**src/rtl/pfg_pkg.sv**
```systemverilog
// Shared encodings of the fault protection unit.
// Assumes: 2-bit fields per fault for clearing and recovery selection.
package pfg_pkg;
    typedef enum logic [1:0] {
        CLR_AUTO   = 2'd0,
        CLR_MANUAL = 2'd1,
        CLR_SAFE   = 2'd2,
        CLR_SAFE_X = 2'd3
    } clr_mode_e;

    localparam logic [1:0] SAFE_LOW  = 2'b00;
    localparam logic [1:0] SAFE_HIGH = 2'b01;

    // Release strobe for a recovery selection: bit 0 half cycle, bit 1 full cycle
    function automatic logic recov_strobe(input logic [1:0] sel, input logic half, input logic full);
        return (sel[0] & half) | (sel[1] & full);
    endfunction
endpackage

```
**src/rtl/pfg_input_filter.sv**
```systemverilog
// Per-fault front end: level correction, optional one-clock stretch and
// count/period glitch filter. Assumes configuration is quasi-static.
module pfg_input_filter #(
    parameter int PW = 8,
    parameter int CW = 3
) (
    input  logic          clk,
    input  logic          rst_n,
    input  logic          pin,
    input  logic          lvl_high,
    input  logic          stretch_en,
    input  logic [PW-1:0] period,
    input  logic [CW-1:0] count,
    output logic          raw_act,
    output logic          filt
);
    logic          act_d;
    logic          samp;
    logic          bypass;
    logic          tick;
    logic [PW-1:0] pre_q;
    logic [CW-1:0] run_q;
    logic          filt_q;

    assign raw_act = ~(pin ^ lvl_high);
    assign samp    = raw_act | (stretch_en & act_d);
    assign bypass  = (period == '0);
    assign tick    = !bypass && (pre_q >= period - PW'(1));
    assign filt    = filt_q;

    // Remember last corrected level for the stretcher
    always_ff @(posedge clk) begin
        if (!rst_n) act_d <= 1'b0;
        else        act_d <= raw_act;
    end

    // Sample period prescaler
    always_ff @(posedge clk) begin
        if (!rst_n || bypass || tick) pre_q <= '0;
        else                          pre_q <= pre_q + PW'(1);
    end

    // Accept a new level after count+1 consecutive differing samples
    always_ff @(posedge clk) begin
        if (!rst_n) begin
            filt_q <= 1'b0;
            run_q  <= '0;
        end else if (bypass) begin
            filt_q <= samp;
            run_q  <= '0;
        end else if (tick) begin
            if (samp == filt_q) begin
                run_q <= '0;
            end else if (run_q == count) begin
                filt_q <= samp;
                run_q  <= '0;
            end else begin
                run_q <= run_q + CW'(1);
            end
        end
    end
endmodule

```
**src/rtl/pfg_fault_track.sv**
```systemverilog
// Per-fault sticky flag and output hold with clearing/recovery control.
// Assumes cyc_half/cyc_full are single-clock strobes.
module pfg_fault_track
    import pfg_pkg::*;
(
    input  logic       clk,
    input  logic       rst_n,
    input  logic       det,
    input  logic [1:0] mode,
    input  logic [1:0] recov,
    input  logic       cyc_half,
    input  logic       cyc_full,
    input  logic       flag_clr,
    output logic       flag,
    output logic       hold
);
    logic      det_d;
    logic      rise;
    logic      strobe;
    logic      set_hold;
    logic      release_hold;
    clr_mode_e mode_e;

    assign mode_e = clr_mode_e'(mode);
    assign rise   = det & ~det_d;
    assign strobe = recov_strobe(recov, cyc_half, cyc_full);

    // Select hold set and release conditions from the clearing mode
    always_comb begin
        unique case (mode_e)
            CLR_AUTO: begin
                set_hold     = det;
                release_hold = strobe & ~det;
            end
            CLR_MANUAL: begin
                set_hold     = rise;
                release_hold = strobe & ~flag;
            end
            default: begin
                set_hold     = det;
                release_hold = strobe & ~det & ~flag;
            end
        endcase
    end

    // Previous detection level for edge finding
    always_ff @(posedge clk) begin
        if (!rst_n) det_d <= 1'b0;
        else        det_d <= det;
    end

    // Sticky flag, a new fault wins over a clear
    always_ff @(posedge clk) begin
        if (!rst_n) flag <= 1'b0;
        else        flag <= rise | (flag & ~flag_clr);
    end

    // Output hold, set wins over release
    always_ff @(posedge clk) begin
        if (!rst_n) hold <= 1'b0;
        else        hold <= set_hold | (hold & ~release_hold);
    end
endmodule

```
**src/rtl/pfg_output_gate.sv**
```systemverilog
// Per-output disable decision and safe-state drive.
// Assumes live is already the OR of active and held faults.
module pfg_output_gate
    import pfg_pkg::*;
#(
    parameter int NF = 4
) (
    input  logic [NF-1:0] map,
    input  logic [NF-1:0] live,
    input  logic [1:0]    state,
    output logic          dis,
    output logic          level,
    output logic          drive
);
    // Disable when any masked fault is live, then apply the safe state
    always_comb begin
        dis   = |(map & live);
        level = dis && (state == SAFE_HIGH);
        drive = !(dis && state[1]);
    end
endmodule

```
**src/rtl/pwm_fault_guard.sv**
```systemverilog
// Fault protection unit for one PWM channel group: NF fault inputs,
// NO outputs. Assumes all configuration ports come from a register file.
module pwm_fault_guard #(
    parameter int NF = 4,
    parameter int NO = 3,
    parameter int PW = 8,
    parameter int CW = 3
) (
    input  logic             clk,
    input  logic             rst_n,
    input  logic [NF-1:0]    fault_pin,
    input  logic             cyc_half,
    input  logic             cyc_full,
    input  logic [NF-1:0]    lvl_high,
    input  logic [PW-1:0]    filt_period,
    input  logic [CW-1:0]    filt_count,
    input  logic             stretch_en,
    input  logic [NF-1:0]    comb_en,
    input  logic [2*NF-1:0]  clr_mode,
    input  logic [2*NF-1:0]  recov_sel,
    input  logic [NO*NF-1:0] dis_map,
    input  logic [2*NO-1:0]  safe_state,
    input  logic [NF-1:0]    irq_en,
    input  logic [NF-1:0]    flag_clr,
    output logic [NO-1:0]    out_disable,
    output logic [NO-1:0]    out_level,
    output logic [NO-1:0]    out_drive,
    output logic [NF-1:0]    fault_status,
    output logic [NF-1:0]    fault_flag,
    output logic             irq
);
    logic [NF-1:0] raw_act;
    logic [NF-1:0] det_now;
    logic [NF-1:0] held;
    logic [NF-1:0] live;

    // One front end and one tracker per fault input
    for (genvar i = 0; i < NF; i++) begin : g_fault
        pfg_input_filter #(.PW(PW), .CW(CW)) u_filt (
            .clk        (clk),
            .rst_n      (rst_n),
            .pin        (fault_pin[i]),
            .lvl_high   (lvl_high[i]),
            .stretch_en (stretch_en),
            .period     (filt_period),
            .count      (filt_count),
            .raw_act    (raw_act[i]),
            .filt       (fault_status[i])
        );

        assign det_now[i] = fault_status[i] | (comb_en[i] & raw_act[i]);

        pfg_fault_track u_track (
            .clk      (clk),
            .rst_n    (rst_n),
            .det      (det_now[i]),
            .mode     (clr_mode[2*i +: 2]),
            .recov    (recov_sel[2*i +: 2]),
            .cyc_half (cyc_half),
            .cyc_full (cyc_full),
            .flag_clr (flag_clr[i]),
            .flag     (fault_flag[i]),
            .hold     (held[i])
        );
    end

    assign live = det_now | held;

    // One gate per output
    for (genvar o = 0; o < NO; o++) begin : g_out
        pfg_output_gate #(.NF(NF)) u_gate (
            .map   (dis_map[o*NF +: NF]),
            .live  (live),
            .state (safe_state[2*o +: 2]),
            .dis   (out_disable[o]),
            .level (out_level[o]),
            .drive (out_drive[o])
        );
    end

    assign irq = |(fault_flag & irq_en);
endmodule

```
**config.mk**
```make
export PLATFORM = sky130hd
export DESIGN_NAME = pwm_fault_guard
export DESIGN_NICKNAME = d
export VERILOG_FILES = /design/src/rtl/pfg_pkg.sv /design/src/rtl/pfg_input_filter.sv /design/src/rtl/pfg_fault_track.sv /design/src/rtl/pfg_output_gate.sv /design/src/rtl/pwm_fault_guard.sv
export SDC_FILE = /design/constraint.sdc
export NUM_CORES = 1
export LEC_CHECK = 0
export BUFFER_PORTS_ARGS = -buffer_cell sky130_fd_sc_hd__buf_2
export CAP_MARGIN = 25
export CORE_MARGIN = 5
export CORE_UTILIZATION = 45
export DETAILED_ROUTE_END_ITERATION = 12
export PLACE_DENSITY = 0.7
export SYNTH_ARGS = -nofsm -noshare
export SYNTH_HDL_FRONTEND = slang
export SYNTH_HIERARCHICAL = 1
export SYNTH_SLANG_ARGS = --single-unit
```
**constraint.sdc**
```tcl
create_clock -name clk -period 2.39 [get_ports clk]
set_input_delay 0.1195 -clock clk [delete_from_list [all_inputs] [get_ports clk]]
set_output_delay 0.1195 -clock clk [all_outputs]
set_load 0.01 [all_outputs]
```
# [Word level (Yosys, flattened, before mapping)]
# Cells that the tools add are included.
[op_classes] addsub=9 multipliers=0 n_div=0 order_cmp=4 eq_ne=19 shifts=0 n_mux=32 bitwise=94 n_reduce_logical=42
[op_table] operator="1-bit bitwise AND" count=40
[op_table] operator="8-bit by 1-bit adder with 8-bit output, second input constant" count=4
[op_table] operator="8-bit >= comparator" count=4
[op_table] operator="1-bit inverter" count=25
[op_table] operator="3-bit 2-to-1 mux" count=8
[op_table] operator="1-bit 2-to-1 mux" count=20
[op_table] operator="1-bit bitwise OR" count=20
[op_table] operator="4-bit bitwise AND" count=4
[op_table] operator="2-bit nonzero test" count=8
[op_table] operator="4-bit OR reduction" count=4
[op_table] operator="2-bit by 1-bit == test with 1-bit output, second input constant" count=7
[op_table] operator="3-bit by 1-bit adder with 3-bit output, second input constant" count=4
[op_table] operator="3-bit == test" count=4
[op_table] operator="3-bit AND reduction" count=4
[op_table] operator="1-bit logical AND" count=10
[op_table] operator="2-bit zero test" count=4
[op_table] operator="8-bit zero test" count=1
[op_table] operator="2-bit by 1-bit inequality test with 1-bit output, second input constant" count=4
[op_table] operator="1-bit one-hot mux with 2 select lines" count=4
[op_table] operator="8-bit by 1-bit subtractor with 8-bit output, second input constant" count=1
[op_table] operator="1-bit zero test" count=5
[op_table] operator="1-bit logical OR" count=5
[op_table] operator="1-bit == test" count=4
[op_table] operator="4-bit bitwise OR" count=1
[op_table] operator="other kinds (2)" count=5
[totals] register_bits=64 latch_bits=0 ram_bits=0 romBits=0 in_bits=70 output_inout_bits=18 wordCells=228 n_memories=0

# [Longest topological paths before layout]
[depth] depth_word=11 depth_mapped=11

# [Modules after synthesis]
# The synthesis kept the hierarchy.
[modules_own_cells] mod="pfg_input_filter (g_fault[0].u_filt ...)" n_inst=3 cells_each=105 area_per_inst_um2=925.9 seq_area_each_um2=260.2
[modules_own_cells] mod="pfg_input_filter (g_fault[1].u_filt)" n_inst=1 cells_each=107 area_per_inst_um2=940.9 seq_area_each_um2=260.2
[modules_own_cells] mod="pfg_fault_track" n_inst=4 cells_each=13 area_per_inst_um2=121.4 seq_area_each_um2=60.1
[modules_own_cells] mod="pfg_output_gate" n_inst=3 cells_each=6 area_per_inst_um2=50.0 seq_area_each_um2=0.0
[modules_own_cells] mod="pwm_fault_guard" n_inst=1 cells_each=11 area_per_inst_um2=73.8 seq_area_each_um2=0.0

# [Worst setup path after synthesis]
# OpenSTA, ideal clock, no wires.
[synth_path] kind="input port to flip-flop" start="in filt_period[3]" end="reg g_fault[0].u_filt.run_q[2]" t_arrival_ns=2.197 setup_slack_ns=0.066 cell_stages=9 cell_sequence="or4_4 nor4_1 xnor2_1 ha_1 a21oi_1 o21ai_0 a31oi_4 nor3_1 or3_1"
[synth_between] elab_chain_len=3 word_cells_on_any_way=6 classes_between="add/sub (1); order compare (1); reduce/logical (4)"
[synth_lines] item="start: declaration" line="pwm_fault_guard.sv:15" source="input logic [PW-1:0] filt_period,"
[synth_lines] item="8-bit by 1-bit subtractor with 8-bit output or 8-bit zero test (tied branches)" line="pfg_input_filter.sv:28, pfg_input_filter.sv:27"
[synth_lines] item="8-bit >= comparator or 1-bit zero test (tied branches)" line="pfg_input_filter.sv:28" source="assign tick = !bypass && (pre_q >= period - PW'(1));"
[synth_lines] item="1-bit logical AND" line="pfg_input_filter.sv:28"
[synth_lines] item="end signal: assignment" line="pfg_input_filter.sv:58" source="run_q <= run_q + CW'(1);"
[synth_lines] item="end: declaration" line="pfg_input_filter.sv:22" source="logic [CW-1:0] run_q;"
# Several ways; a longest one is shown, not always the timed one.
# A chain may end at the register's enable or synchronous reset.

# [Worst setup path in the final report]
# Ends and elaborated chain as after synthesis.

==> summary.md <==
| Metric | Value |
|---|---|
| CTS H-tree lvls | 3 |
| Max rail drop VDD | 0.000260 V |
| # placed instances | 769 |
| Tot GR Track Use | 19.3% |
| Final Hold Fails | 0 |
| CTS buffer count | 9 |
| Die height | approximately 110 um |
| WP data required | between 2000 and 3000 ps |
| Combinational power share | 20.7% |
| Final Slew Violations | 0 |
| Detail Placement HPWL | roughly 9.3 mm |
| Final WS setup | roughly 89 ps |
| Clk sink count | 64 |
| Static leakage | about 2.6 nW |
| Clock share of power | 40.3% |
| Area growth syn-to-layout | 28.5% |
| Initial DRC Count | 209 |
| Vias in the first global route | approximately 4,100 |
| Dpl cell area | approximately 5400 um2 |
| Critical Path End Type | register |
| Overflow after GRT | 0 |
| # port buffers | slightly below 90 |
| Largest net degree at the start of global routing | 16 |
| Setup Skew | 7.48 ps |
| Library cells used by synthesis | 45 |
| Syn Std Cell Area | around 4400 um2 |
| Via/cell ratio | approximately 5.3 |
| Die width | about 110 um |
| Switching portion of total power | ~28% |
| Placer Congestion | about 0.8 |
| Power Internal | ~2.1 mW |
| Sequential share of power | 38.9% |
| Sequential area share after synthesis | 28.9% |
| Routed WL per cell | approximately 15 um |
| Fin area | about 5700 um2 |
| Final setup fails | 0 |
| Synth top area share | between 20 and 30% |
| Layout net count | between 700 and 800 |
| Register area | around 1300 um2 |
| Post-synth EDFFs | 0 |
| Syn_nets | just over 600 |
| Pre-CTS setup slack | -283 ps |
| HP Class | in2reg |
| Count leader, synth | dfxtp_1 |
| Pre-Repair DR Iteration Count | 4 |
| Status | finished clean |
| Hold Buf Count CTS | 0 |
| I/O pins | slightly below 90 |
| Synthesized flop and latch total | 64 |
| Cells after Synth | about 500 |
| Fin crit period | ~2300 ps |
| Synth area leader | dfxtp_1 |
| Ratio of cells with drive above 1 in the final layout | between 20% and 30% |
| Post-route insts no fill | a little under 800 |
| Worst slew pin tran | 554 ps |
| Worst-Skew Late Latency | 350 ps |
| Final period utilization | approximately 96% |
| CTS tree | built |
| Antenna viol nets, final | 0 |
| Worst-case clock buffer depth | 2 |
| Diode count | 0 |
| DR vias | a little over 4,000 |
| Layout fillers | 844 |
| Crit Path Class | in2reg |
| FP Rows | 36 |
| DIE AREA | approximately 12,000 um2 |
| Clk root buf | clkbuf_8 |
| Avg Cell Area, Syn | roughly 8.8 um2 |
| Power per Cell Area | about 520 nW/um2 |
| Initial core utilization | between 40% and 50% |
| WP data arrival | ~2500 ps |
| Post-synth top cells | 64 x dfxtp_1, 48 x ha_1, 42 x nor2_1, 41 x xnor2_1, 33 x nand3_1 |
| Multi-input logic area | 3060 um2 |
| Synth Warn # | 6 |
| Hold WS | just over 80 ps |
| Relative slew slack | between 60 and 70% |
| Initial antenna violation count | 0 |
| First-pass GRT wire length | between 15 and 20 mm |
| Maxcap violations | 0 |
| Core Region | around 9700 um2 |
| CP startpoint kind | input pin |
| Worst-path fanout max | 7 |
| Post-layout util | ~60% |
| Maximum clock rate | ~430 MHz |
| Top post-synthesis cells by area | dfxtp_1 29%, ha_1 14%, xnor2_1 8.1%, xor2_1 4.5%, nand3_1 3.7% |
| Net Switching | slightly above 800 uW |
| Final wirelength | 11.5 mm |
| Reg clk slew, reported paths | 80 ps |
| Asr flop ratio synth | 0% |
| Main synth FF type | dfxtp_1 |
| Post-route DRC | 0 |
-- sequential cells by signal (all words and copies together) (netlist names) --
name                   cells
g_fault.u_filt/pre_q      32
g_fault.u_track/det_d      4
g_fault.u_track/hold       4
g_fault.u_filt/run_q      12
g_fault.u_track/flag       4
g_fault.u_filt/act_d       4
g_fault.u_filt/filt        4
-- per-layer routing --
layer / up-vias / routed length (um) / track usage (%)
met4: 0 / 85 / 5.25
met2: 65 / 5840 / 33.7
met1: 1971 / 5220 / 24.1
li1: 2085 / - / -
met5: - / 0 / 0
met3: 8 / 384 / 4.09
-- critical path, stage by stage --
cell     delay, ps
buf_2          160
or4_4          540
nor4_1         250
xnor2_1        160
ha_1           260
a21oi_1        130
o21ai_0        110
buf_4          160
a31oi_4        190
nor3_1          80
or3_1          360
-- cells in the final DEF (no fill, tap or decap), types with 4 or more instances in the layout --
master    netlist  final
a31oi_4         4      4
and2_0          4      4
o21ai_0        20     20
o21ai_1         4      4
xnor2_1        41     41
ha_1           48     48
nand2b_1       19     19
and3_1         11     11
nor2_1         42     42
nor4b_1         4      4
a21oi_1        14     14
buf_2           0     87
o31ai_1         4      4
and3_2          5      5
a22oi_2         6      6
nor3_2          4      5
and2_1         12     12
dfxtp_1        64     64
xor2_1         23     23
clkbuf_8        0      9
a21o_1          4      4
nand3_1        33     33
nor3_1         10      9
or3_2           6      6
a22o_1          4      4
a32o_1          4      4
buf_4           0     44
a2111o_1        4      4
o22ai_1         4      4
inv_1          28     28
or3_1           8      8
nand2_1        28     28
nand3b_1       10     10
or2_1           4      4
-- layout make-up --
type                            count  area share (%)
Tap cell                          133            2.92
Clock buffer                        9            2.18
Timing Repair Buffer              134            14.5
Sequential cell                    64            22.5
Inverter                           28            1.85
Clock inverter                      7            2.24
Multi-Input combinational cell    411            53.8
-- power by group through the flow --
stage          Combinational, mW  Sequential [mW]  Clock [mW]
2_1_floorplan              0.341             1.16           0
3_3_place_gp               0.581             1.17           0
3_5_place_dp               0.606             1.17           0
4_1_cts                    0.608             1.14        1.21
5_1_grt                    0.676             1.15        1.26
6_report                   0.609             1.14        1.18
-- what timing repair did --
action,4_1_cts,5_1_grt
endpoints found under the setup margin,0,16
setup buffers,0,1
resized for setup,0,4
-- worst paths after layout --
check                                                start                          to  slack (ps)  cells past startpoint
worst min-delay path                           flag_clr[2]     g_fault[2].u_track/flag          80                      3
worst max register to register  g_fault[0].u_filt/pre_q[0]  g_fault[0].u_filt/run_q[2]         280                      7
worst max-delay path                        filt_period[3]  g_fault[0].u_filt/run_q[2]          90                     11
worst min register to register  g_fault[1].u_filt/pre_q[0]  g_fault[1].u_filt/pre_q[0]         470                      1
-- through the flow --
step                      power (mW)  setup TNS (ps)
after detailed placement        1.77           -6820
after global routing            3.09           -20.7
after CTS                       2.96               0
after global placement          1.75           -3150
final                           2.93               0
after floorplan                 1.50               0
-- cell families after synthesis --
| kind of cell | after synthesis | share of synthesized area [%] |
|---|---|---|
| and+or+nand+nor | 210 | 26.5 |
| AOI/OAI and AO/OA | 89 | 16.0 |
| DFF | 64 | 28.9 |
| adders and majority gates | 48 | 13.6 |
| xor gates and xnor gates | 64 | 12.7 |
| buffers and inverters | 28 | 2.37 |
Power figures use the tool's default switching activity.
